File: src/rtl/cwa_pkg.sv
package cwa_pkg;

    localparam int unsigned WORD_W_DEF  = 10;
    localparam int unsigned COMMA_W_DEF = 7;
    // earliest received bit in position 0: 0,0,1,1,1,1,1
    localparam logic [6:0]  COMMA_PAT_DEF = 7'b1111100;

    typedef enum logic [1:0] {
        ST_HUNT = 2'd0,
        ST_SLIP = 2'd1,
        ST_LOCK = 2'd2
    } align_state_t;

endpackage

File: src/rtl/cwa_shift.sv
module cwa_shift #(
    parameter int unsigned WORD_W = cwa_pkg::WORD_W_DEF
) (
    input  logic              clk,
    input  logic              rst_n,
    input  logic              bit_en,
    input  logic              bit_in,
    output logic [WORD_W-1:0] win_next
);

    // newest WORD_W-1 bits; the incoming bit completes the window
    logic [WORD_W-2:0] hist_q;

    always_comb begin
        win_next = {bit_in, hist_q};
    end

    always_ff @(posedge clk) begin
        if (!rst_n) begin
            hist_q <= '0;
        end else if (bit_en) begin
            hist_q <= win_next[WORD_W-1:1];
        end
    end

    assert_shift_order_R1: assert property (@(posedge clk) disable iff (!rst_n)
        bit_en |=> (hist_q[WORD_W-2] == $past(bit_in)));

    assert_shift_hold_R10: assert property (@(posedge clk) disable iff (!rst_n)
        !bit_en |=> $stable(hist_q));

endmodule

File: src/rtl/cwa_comma_det.sv
module cwa_comma_det #(
    parameter int unsigned             COMMA_W   = cwa_pkg::COMMA_W_DEF,
    parameter logic [COMMA_W-1:0]      COMMA_PAT = cwa_pkg::COMMA_PAT_DEF
) (
    input  logic [COMMA_W-1:0] win_lo,
    output logic               hit
);

    logic [COMMA_W-1:0] bit_ok;

    for (genvar g = 0; g < COMMA_W; g++) begin : g_cmp
        assign bit_ok[g] = (win_lo[g] == COMMA_PAT[g]);
    end

    assign hit = &bit_ok;

endmodule

File: src/rtl/cwa_ctrl.sv
module cwa_ctrl
    import cwa_pkg::*;
#(
    parameter int unsigned WORD_W = cwa_pkg::WORD_W_DEF
) (
    input  logic         clk,
    input  logic         rst_n,
    input  logic         bit_en,
    input  logic         align_en,
    input  logic         comma_hit,
    output logic         emit,
    output align_state_t state
);

    localparam int unsigned     CNT_W = $clog2(WORD_W);
    localparam logic [CNT_W-1:0] LAST = CNT_W'(WORD_W - 1);

    align_state_t     state_q, state_d;
    logic [CNT_W-1:0] cnt_q;
    logic             at_edge;
    logic             realign;
    logic             comma_ok;

    always_comb begin
        at_edge  = (cnt_q == LAST);
        comma_ok = bit_en && align_en && comma_hit;
        realign  = comma_ok && !at_edge;
    end

    // output process
    always_comb begin
        emit  = bit_en && at_edge;
        state = state_q;
    end

    // next-state process
    always_comb begin
        state_d = state_q;
        unique case (state_q)
            ST_HUNT: begin
                if (comma_ok) state_d = at_edge ? ST_LOCK : ST_SLIP;
            end
            ST_SLIP: begin
                if (realign)   state_d = ST_SLIP;
                else if (emit) state_d = ST_LOCK;
            end
            ST_LOCK: begin
                if (realign) state_d = ST_SLIP;
            end
            default: state_d = ST_HUNT;
        endcase
    end

    // state register
    always_ff @(posedge clk) begin
        if (!rst_n) begin
            state_q <= ST_HUNT;
        end else begin
            state_q <= state_d;
        end
    end

    always_ff @(posedge clk) begin
        if (!rst_n) begin
            cnt_q <= '0;
        end else if (bit_en) begin
            if (realign || at_edge) cnt_q <= '0;
            else                    cnt_q <= cnt_q + 1'b1;
        end
    end

    // gap tracker for the strobe spacing check
    logic [4:0] gap_q;
    logic       seen_q;

    always_ff @(posedge clk) begin
        if (!rst_n) begin
            gap_q  <= '0;
            seen_q <= 1'b0;
        end else if (bit_en) begin
            if (emit) begin
                gap_q  <= '0;
                seen_q <= 1'b1;
            end else if (gap_q != 5'd31) begin
                gap_q <= gap_q + 1'b1;
            end
        end
    end

    assert_gap_bounds_R7: assert property (@(posedge clk) disable iff (!rst_n)
        (emit && seen_q) |-> (gap_q >= 5'd9 && gap_q <= 5'd18));

    assert_aligned_keep_R5: assert property (@(posedge clk) disable iff (!rst_n)
        (state_q == ST_LOCK && bit_en && comma_hit && cnt_q == LAST) |=> (state_q == ST_LOCK));

    assert_realign_move_R6: assert property (@(posedge clk) disable iff (!rst_n)
        (bit_en && align_en && comma_hit && cnt_q != LAST) |=> (state_q == ST_SLIP && cnt_q == '0));

    assert_freeze_lock_R9: assert property (@(posedge clk) disable iff (!rst_n)
        (!align_en && state_q == ST_LOCK) |=> (state_q == ST_LOCK));

    assert_freeze_hunt_R9: assert property (@(posedge clk) disable iff (!rst_n)
        (!align_en && state_q == ST_HUNT) |=> (state_q == ST_HUNT));

    assert_idle_count_R10: assert property (@(posedge clk) disable iff (!rst_n)
        !bit_en |=> $stable(cnt_q));

endmodule

File: src/rtl/comma_word_aligner.sv
module comma_word_aligner
    import cwa_pkg::*;
#(
    parameter int unsigned        WORD_W    = cwa_pkg::WORD_W_DEF,
    parameter int unsigned        COMMA_W   = cwa_pkg::COMMA_W_DEF,
    parameter logic [COMMA_W-1:0] COMMA_PAT = cwa_pkg::COMMA_PAT_DEF
) (
    input  logic              clk,
    input  logic              rst_n,
    input  logic              bit_en,
    input  logic              bit_in,
    input  logic              align_en,
    output logic [WORD_W-1:0] word_out,
    output logic              word_vld,
    output logic              sync_flag
);

    logic [WORD_W-1:0] win_next;
    logic              comma_hit;
    logic              emit;
    align_state_t      state;
    logic [WORD_W-1:0] word_q;
    logic              vld_q;
    logic              sync_q;

    cwa_shift #(.WORD_W(WORD_W)) shift_i (
        .clk      (clk),
        .rst_n    (rst_n),
        .bit_en   (bit_en),
        .bit_in   (bit_in),
        .win_next (win_next)
    );

    cwa_comma_det #(.COMMA_W(COMMA_W), .COMMA_PAT(COMMA_PAT)) det_i (
        .win_lo (win_next[COMMA_W-1:0]),
        .hit    (comma_hit)
    );

    cwa_ctrl #(.WORD_W(WORD_W)) ctrl_i (
        .clk       (clk),
        .rst_n     (rst_n),
        .bit_en    (bit_en),
        .align_en  (align_en),
        .comma_hit (comma_hit),
        .emit      (emit),
        .state     (state)
    );

    always_ff @(posedge clk) begin
        if (!rst_n) begin
            word_q <= '0;
            vld_q  <= 1'b0;
            sync_q <= 1'b0;
        end else begin
            vld_q <= emit;
            if (emit) begin
                word_q <= win_next;
                sync_q <= comma_hit;
            end
        end
    end

    assign word_out  = word_q;
    assign word_vld  = vld_q;
    assign sync_flag = sync_q;

    assert_vld_single_R3: assert property (@(posedge clk) disable iff (!rst_n)
        word_vld |=> !word_vld);

    assert_vld_cause_R10: assert property (@(posedge clk) disable iff (!rst_n)
        word_vld |-> $past(bit_en));

    assert_sync_pattern_R4: assert property (@(posedge clk) disable iff (!rst_n)
        sync_flag |-> (word_out[COMMA_W-1:0] == COMMA_PAT));

    assert_hold_word_R8: assert property (@(posedge clk) disable iff (!rst_n)
        !word_vld |-> ($stable(word_out) && $stable(sync_flag)));

    assert_state_legal_R6: assert property (@(posedge clk) disable iff (!rst_n)
        state != 2'd3);

endmodule

File: config.mk
export PLATFORM = sky130hd
export DESIGN_NAME = comma_word_aligner
export DESIGN_NICKNAME = d
export VERILOG_FILES = /design/src/rtl/cwa_pkg.sv /design/src/rtl/cwa_shift.sv /design/src/rtl/cwa_comma_det.sv /design/src/rtl/cwa_ctrl.sv /design/src/rtl/comma_word_aligner.sv
export SDC_FILE = /design/constraint.sdc
export NUM_CORES = 1
export LEC_CHECK = 0
export BUFFER_PORTS_ARGS = -buffer_cell sky130_fd_sc_hd__buf_2
export CORE_AREA = 2 2 59 61
export DETAILED_ROUTE_END_ITERATION = 7
export DIE_AREA = 0 0 61 63
export REMOVE_ABC_BUFFERS = 1
export SLEW_MARGIN = 20
export SYNTH_ARGS = -nofsm -noshare
export SYNTH_HDL_FRONTEND = slang
export SYNTH_SLANG_ARGS = --single-unit
File: constraint.sdc
create_clock -name clk -period 1.4 [get_ports clk]
set_input_delay 0.28 -clock clk [delete_from_list [all_inputs] [get_ports clk]]
set_output_delay 0.28 -clock clk [all_outputs]
set_load 0.02 [all_outputs]
After elaboration in Yosys (flattened, before gate mapping)
Index checks and enable logic that the tools add are counted.
{ "op_classes": {"addsub": 1, "n_eq_ne": 1, "n_mux": 1, "n_bitwise": 2, "n_reduce_logical": 7} }
{ "op_table": {"columns": ["op", "n"], "rows": [
  ["AND reduction 7 bit", 1],
  ["adder 4 x 1 -> 4 bit, second input constant", 1],
  ["== test 4 bit, second input constant", 1],
  ["logical AND 1 bit", 4],
  ["two-way mux 4 bit", 1],
  ["NOT 1 bit", 2],
  ["logical NOT 1 bit", 1],
  ["logical OR 1 bit", 1]
]} }
{ "totals": {"reg_bits": 25, "input_bits": 5, "out_inout_bits": 12, "elab_cells": 17} }

Longest topological paths before layout
{ "logic_depth": {"word_depth": 6, "depth_mapped": 6, "ltp_nobuf": 5} }

Hierarchy
A second synthesis with hierarchy kept.
{ "hier_totals": {"hier_cells": 105, "hier_area_um2": 1132.3} }
{ "by_module_without_submodules": {"columns": ["mod", "instances", "cells_per_inst", "area_each_um2", "seq_area_each_um2"], "rows": [
  ["comma_word_aligner", 1, 37, 441.7, 240.2],
  ["cwa_shift", 1, 29, 345.3, 180.2],
  ["cwa_ctrl", 1, 36, 322.8, 120.1],
  ["cwa_comma_det", 1, 3, 22.5, 0.0]
]} }

Worst setup path after synthesis
OpenSTA, ideal clock, no wires.
{ "synth_timing": {"path_kind": "reg2reg", "start": "register ctrl_i.cnt_q[0]", "end": "register word_q[7] (netlist: word_out[7])", "setup_ps": 117, "arrival_time_ps": 1178, "required_time_ps": 1283, "path_slack_ps": 105, "path_stages_with_launch": 6, "n_path_buf": 1, "period_less_slack_ps": 1295, "path_cell_list": "dfxtp_1 -> ha_1 -> nand4b_4 -> and2_4 -> buf_6 -> a22o_1"} }
{ "synth_via": {"elab_chain_len": 2} }
{ "synth_lines": {"columns": ["item", "line", "rtl"], "rows": [
  ["start: declaration", "cwa_ctrl.sv:19", "logic [CNT_W-1:0] cnt_q;"],
  ["start signal: assignment", "cwa_ctrl.sv:68", "else cnt_q <= cnt_q + 1'b1;"],
  ["== test 4 bit", "cwa_ctrl.sv:25", "at_edge = (cnt_q == LAST);"],
  ["logical AND 1 bit", "cwa_ctrl.sv:32", "emit = bit_en && at_edge;"],
  ["end signal: assignment", "comma_word_aligner.sv:57", "word_q <= win_next;"],
  ["end: declaration", "comma_word_aligner.sv:22", "logic [WORD_W-1:0] word_q;"]
]} }
No other way between the ends.
A chain may end at the register's enable or synchronous reset.

Worst setup path after layout
{ "layout_timing": {"start": "register ctrl_i.cnt_q[1]", "end": "register word_q[5] (netlist: word_out[5])"} }
Same word-level chain as after synthesis.

==> qor.csv <==
stage,metric,value,unit
detailed_routing,dr_total_vias,665,
detailed_routing,ant_nets,0,
setup_path,cp-end-kind,register,
cts,ctsResizeCount,0,
placed_design,dp_hpwl,1.22,mm
power_and_ir_drop,power_switching,0.259,mW
sta,maxSlewHeadroom,80.7,%
sta,post-route-min-period,1280,ps
final_layout,drive_gt1_share,26.0,%
hold_path,whs_path_depth,2,
die,start_util,28.9,%
cts,hold_buffers,0,
power_and_ir_drop,combPwrFrac,6.0,%
sta,finalHoldViolCount,0,
cts,cts_setup_buffers,0,
die,die_h,63,um
power_and_ir_drop,pwr-share-seq,65.1,%
final_layout,layout_common_cells,"dfxtp_1 (25), buf_2 (16), a22o_1 (11), nor2_1 (10), mux2i_1 (9)",
sta,fin_crit_sh,91.4,%
synthesis,synth_top_cell_area_share,53.5,%
grt,antenna_found_initial,0,
grt,grt_first_pass_wirelength,2.96,mm
sta,drv_slew,0,
detailed_routing,routed_wl,1.67,mm
placed_design,place.port_buffers,16,
grt,overflow,0,
placed_design,place_area,0.00108,mm2
sta,tightest_slew,285,ps
placed_design,place.gp.congestion,0.716,
power_and_ir_drop,ir_drop,250,uV
setup_path,cp.required,1620,ps
die,die-area,0.00384,mm2
power_and_ir_drop,intPower,0.859,mW
status,status,"complete, no violations",
synthesis,ys_ff_latch,25,
grt,track_usage,10.2,%
detailed_routing,via_per_inst,4.43,
die,io_pins,17,
cts,clk_latency,310,ps
synthesis,avgSynthCellArea,11.3,um2
final_layout,nNetsFinal,112,
synthesis,synth_area_leaders,"dfxtp_1 (54%), a22o_1 (10%), mux2i_1 (9.6%)",
power_and_ir_drop,leakagePower,0.518,nW
cts,clockBufferDepth,2,
setup_path,slowest_stage,dfxtp_1,
final_layout,final.fill_count,355,
cts,clkTransAtPathRegs,140,ps
synthesis,synth.cell_area,935,um2
final_layout,antenna_cells,0,
power_and_ir_drop,p_per_area,1010,mW/mm2
cts,cts_buffers,3,
sta,finClkSkew,1.66,ps
final_layout,layout_commonest_cell,dfxtp_1,
die,die_w,61,um
setup_path,cp.arrival,1500,ps
power_and_ir_drop,switching_share,23.2,%
setup_path,critPathMaxStageDelay,360,ps
final_layout,design_area,0.00111,mm2
setup_path,r2r_cells,5,
setup_path,critical_path.max_fanout,11,
sta,grt_setup_unrepaired,no,
cts,cts_num_sinks,25,
detailed_routing,wl_per_cell,11.1,um
synthesis,postSynthCellCount,83,
cts,cts_tree,done,
cts,root_buffer,clkbuf_4,
sta,tns,0,ps
setup_path,crit_chain,inv_1 -> ha_1 -> nand4b_4 -> and2_4 -> a22o_1,
die,std_cell_rows,21,
die,core_area,0.00323,mm2
detailed_routing,drt_iter0_drc,15,
cts,h-tree-depth,1,
detailed_routing,drc_errors,0,
sta,fmax,782,MHz
setup_path,setup.worst_path.class,register to register,
flow_run,drv_cap,0,
power_and_ir_drop,clkPwrFrac,28.9,%
grt,grt_pass1_vias,654,
sta,final-setup-viol-count,0,
synthesis,ys_seq_area_share,53.5,%
final_layout,syn_to_final_growth,18.6,%
grt,grt_max_degree,16,
synthesis,synth_cell_type_count,23,
synthesis,yosysTopAreaCell,dfxtp_1,
detailed_routing,dr.pass1.iters,4,
synthesis,ys_warn_count,0,
setup_path,worstSetupStartpointType,register,
hold_path,hp-class,input port to register,
[sequential cells by signal, summed over array words and instances (netlist names)]
| signal | cells |
|---|---|
| ctrl_i.cnt_q | 4 |
| shift_i.hist_q | 9 |
| sync_flag | 1 |
| word_out | 10 |
| word_vld | 1 |
[cells in the mapped netlist]
cell type / count
dfxtp_1: 25
ha_1: 2
clkinv_1: 1
o21ai_0: 1
mux2i_1: 9
inv_1: 1
buf_2: 1
o41ai_1: 1
xor2_1: 2
nand4_1: 2
nand2_1: 4
a22o_1: 11
a21oi_1: 1
nor2b_1: 1
a211oi_1: 3
nand2b_1: 1
nor4b_1: 1
buf_6: 1
buf_4: 2
and2_4: 1
nor4_1: 1
nor2_1: 10
nand4b_4: 1
[cell type report]
type / count / area [um2] / share of cell area [%]
timing repair buffer: 21 / 118 / 10.6
inverter: 2 / 7.51 / 0.677
sequential: 25 / 500 / 45.1
clock inverter: 1 / 7.51 / 0.677
multi-input combinational: 52 / 395 / 35.7
clock buffer: 3 / 22.5 / 2.03
tap: 46 / 57.6 / 5.19
[power groups by stage]
stage / combinational [mW] / clock (mW) / sequential [mW]
4_1_cts: 0.0675 / 0.344 / 0.728
2_1_floorplan: 0.0347 / 0 / 0.742
5_1_grt: 0.0751 / 0.376 / 0.729
6_report: 0.0670 / 0.323 / 0.727
3_3_place_gp: 0.0656 / 0 / 0.742
3_5_place_dp: 0.0673 / 0 / 0.743
[worst max-delay path, delay by kind of cell (launching register included)]
kind | cells | cell delay [ps]
flip-flops | 1 | 360
AO/OA/AOI/OAI | 1 | 240
buffers and inverters | 1 | 60
AND/OR/NAND/NOR | 2 | 340
adder cells (fa/ha/maj) | 1 | 180
[metal layers]
layer / up-vias / routed length, um / GRT usage, %
met3: 2 / 37 / 1.86
met5: - / 0 / 0
met2: 10 / 746 / 14.4
li1: 341 / - / -
met1: 312 / 858 / 14.2
met4: 0 / 27 / 5.71
[final timing paths]
path / from / end / slack (ps)
worst max register to register: ctrl_i.cnt_q[1]$_SDFFE_PN0P_ / word_out[5]$_SDFFE_PN0P_ / 120
worst max-delay path: ctrl_i.cnt_q[1]$_SDFFE_PN0P_ / word_out[5]$_SDFFE_PN0P_ / 120
worst min register to register: sync_flag$_SDFFE_PN0P_ / sync_flag$_SDFFE_PN0P_ / 490
worst min-delay path: bit_in / word_out[9]$_SDFFE_PN0P_ / 180
[per-stage QoR]
| step | setup slack, ps | std cells | hold WS (ps) | total power, mW | utilization (%) |
|---|---|---|---|---|---|
| finish | 121 | 150 | 184 | 1.12 | 34.3 |
| floorplan | 56.9 | 79 | 375 | 0.777 | - |
| global route | 46.2 | 150 | 168 | 1.18 | 34.3 |
| CTS | 106 | 150 | 171 | 1.14 | 34.3 |
| detailed placement | 128 | 146 | 462 | 0.810 | 33.4 |
| global placement | 171 | 146 | 460 | 0.808 | 33.4 |
[cell families (layout without fill, tap and decap cells)]
logic type,after synthesis,in the layout,synth area share (%)
DFF,25,25,53.5
muxes,9,9,9.64
xor gates and xnor gates,2,2,1.87
adders and majority gates,2,2,2.68
AOI/OAI and AO/OA,17,17,14.7
and+or+nand+nor,22,22,13.4
buffers and inverters,6,27,4.15
No activity file was read; power rests on OpenSTA's default activity.
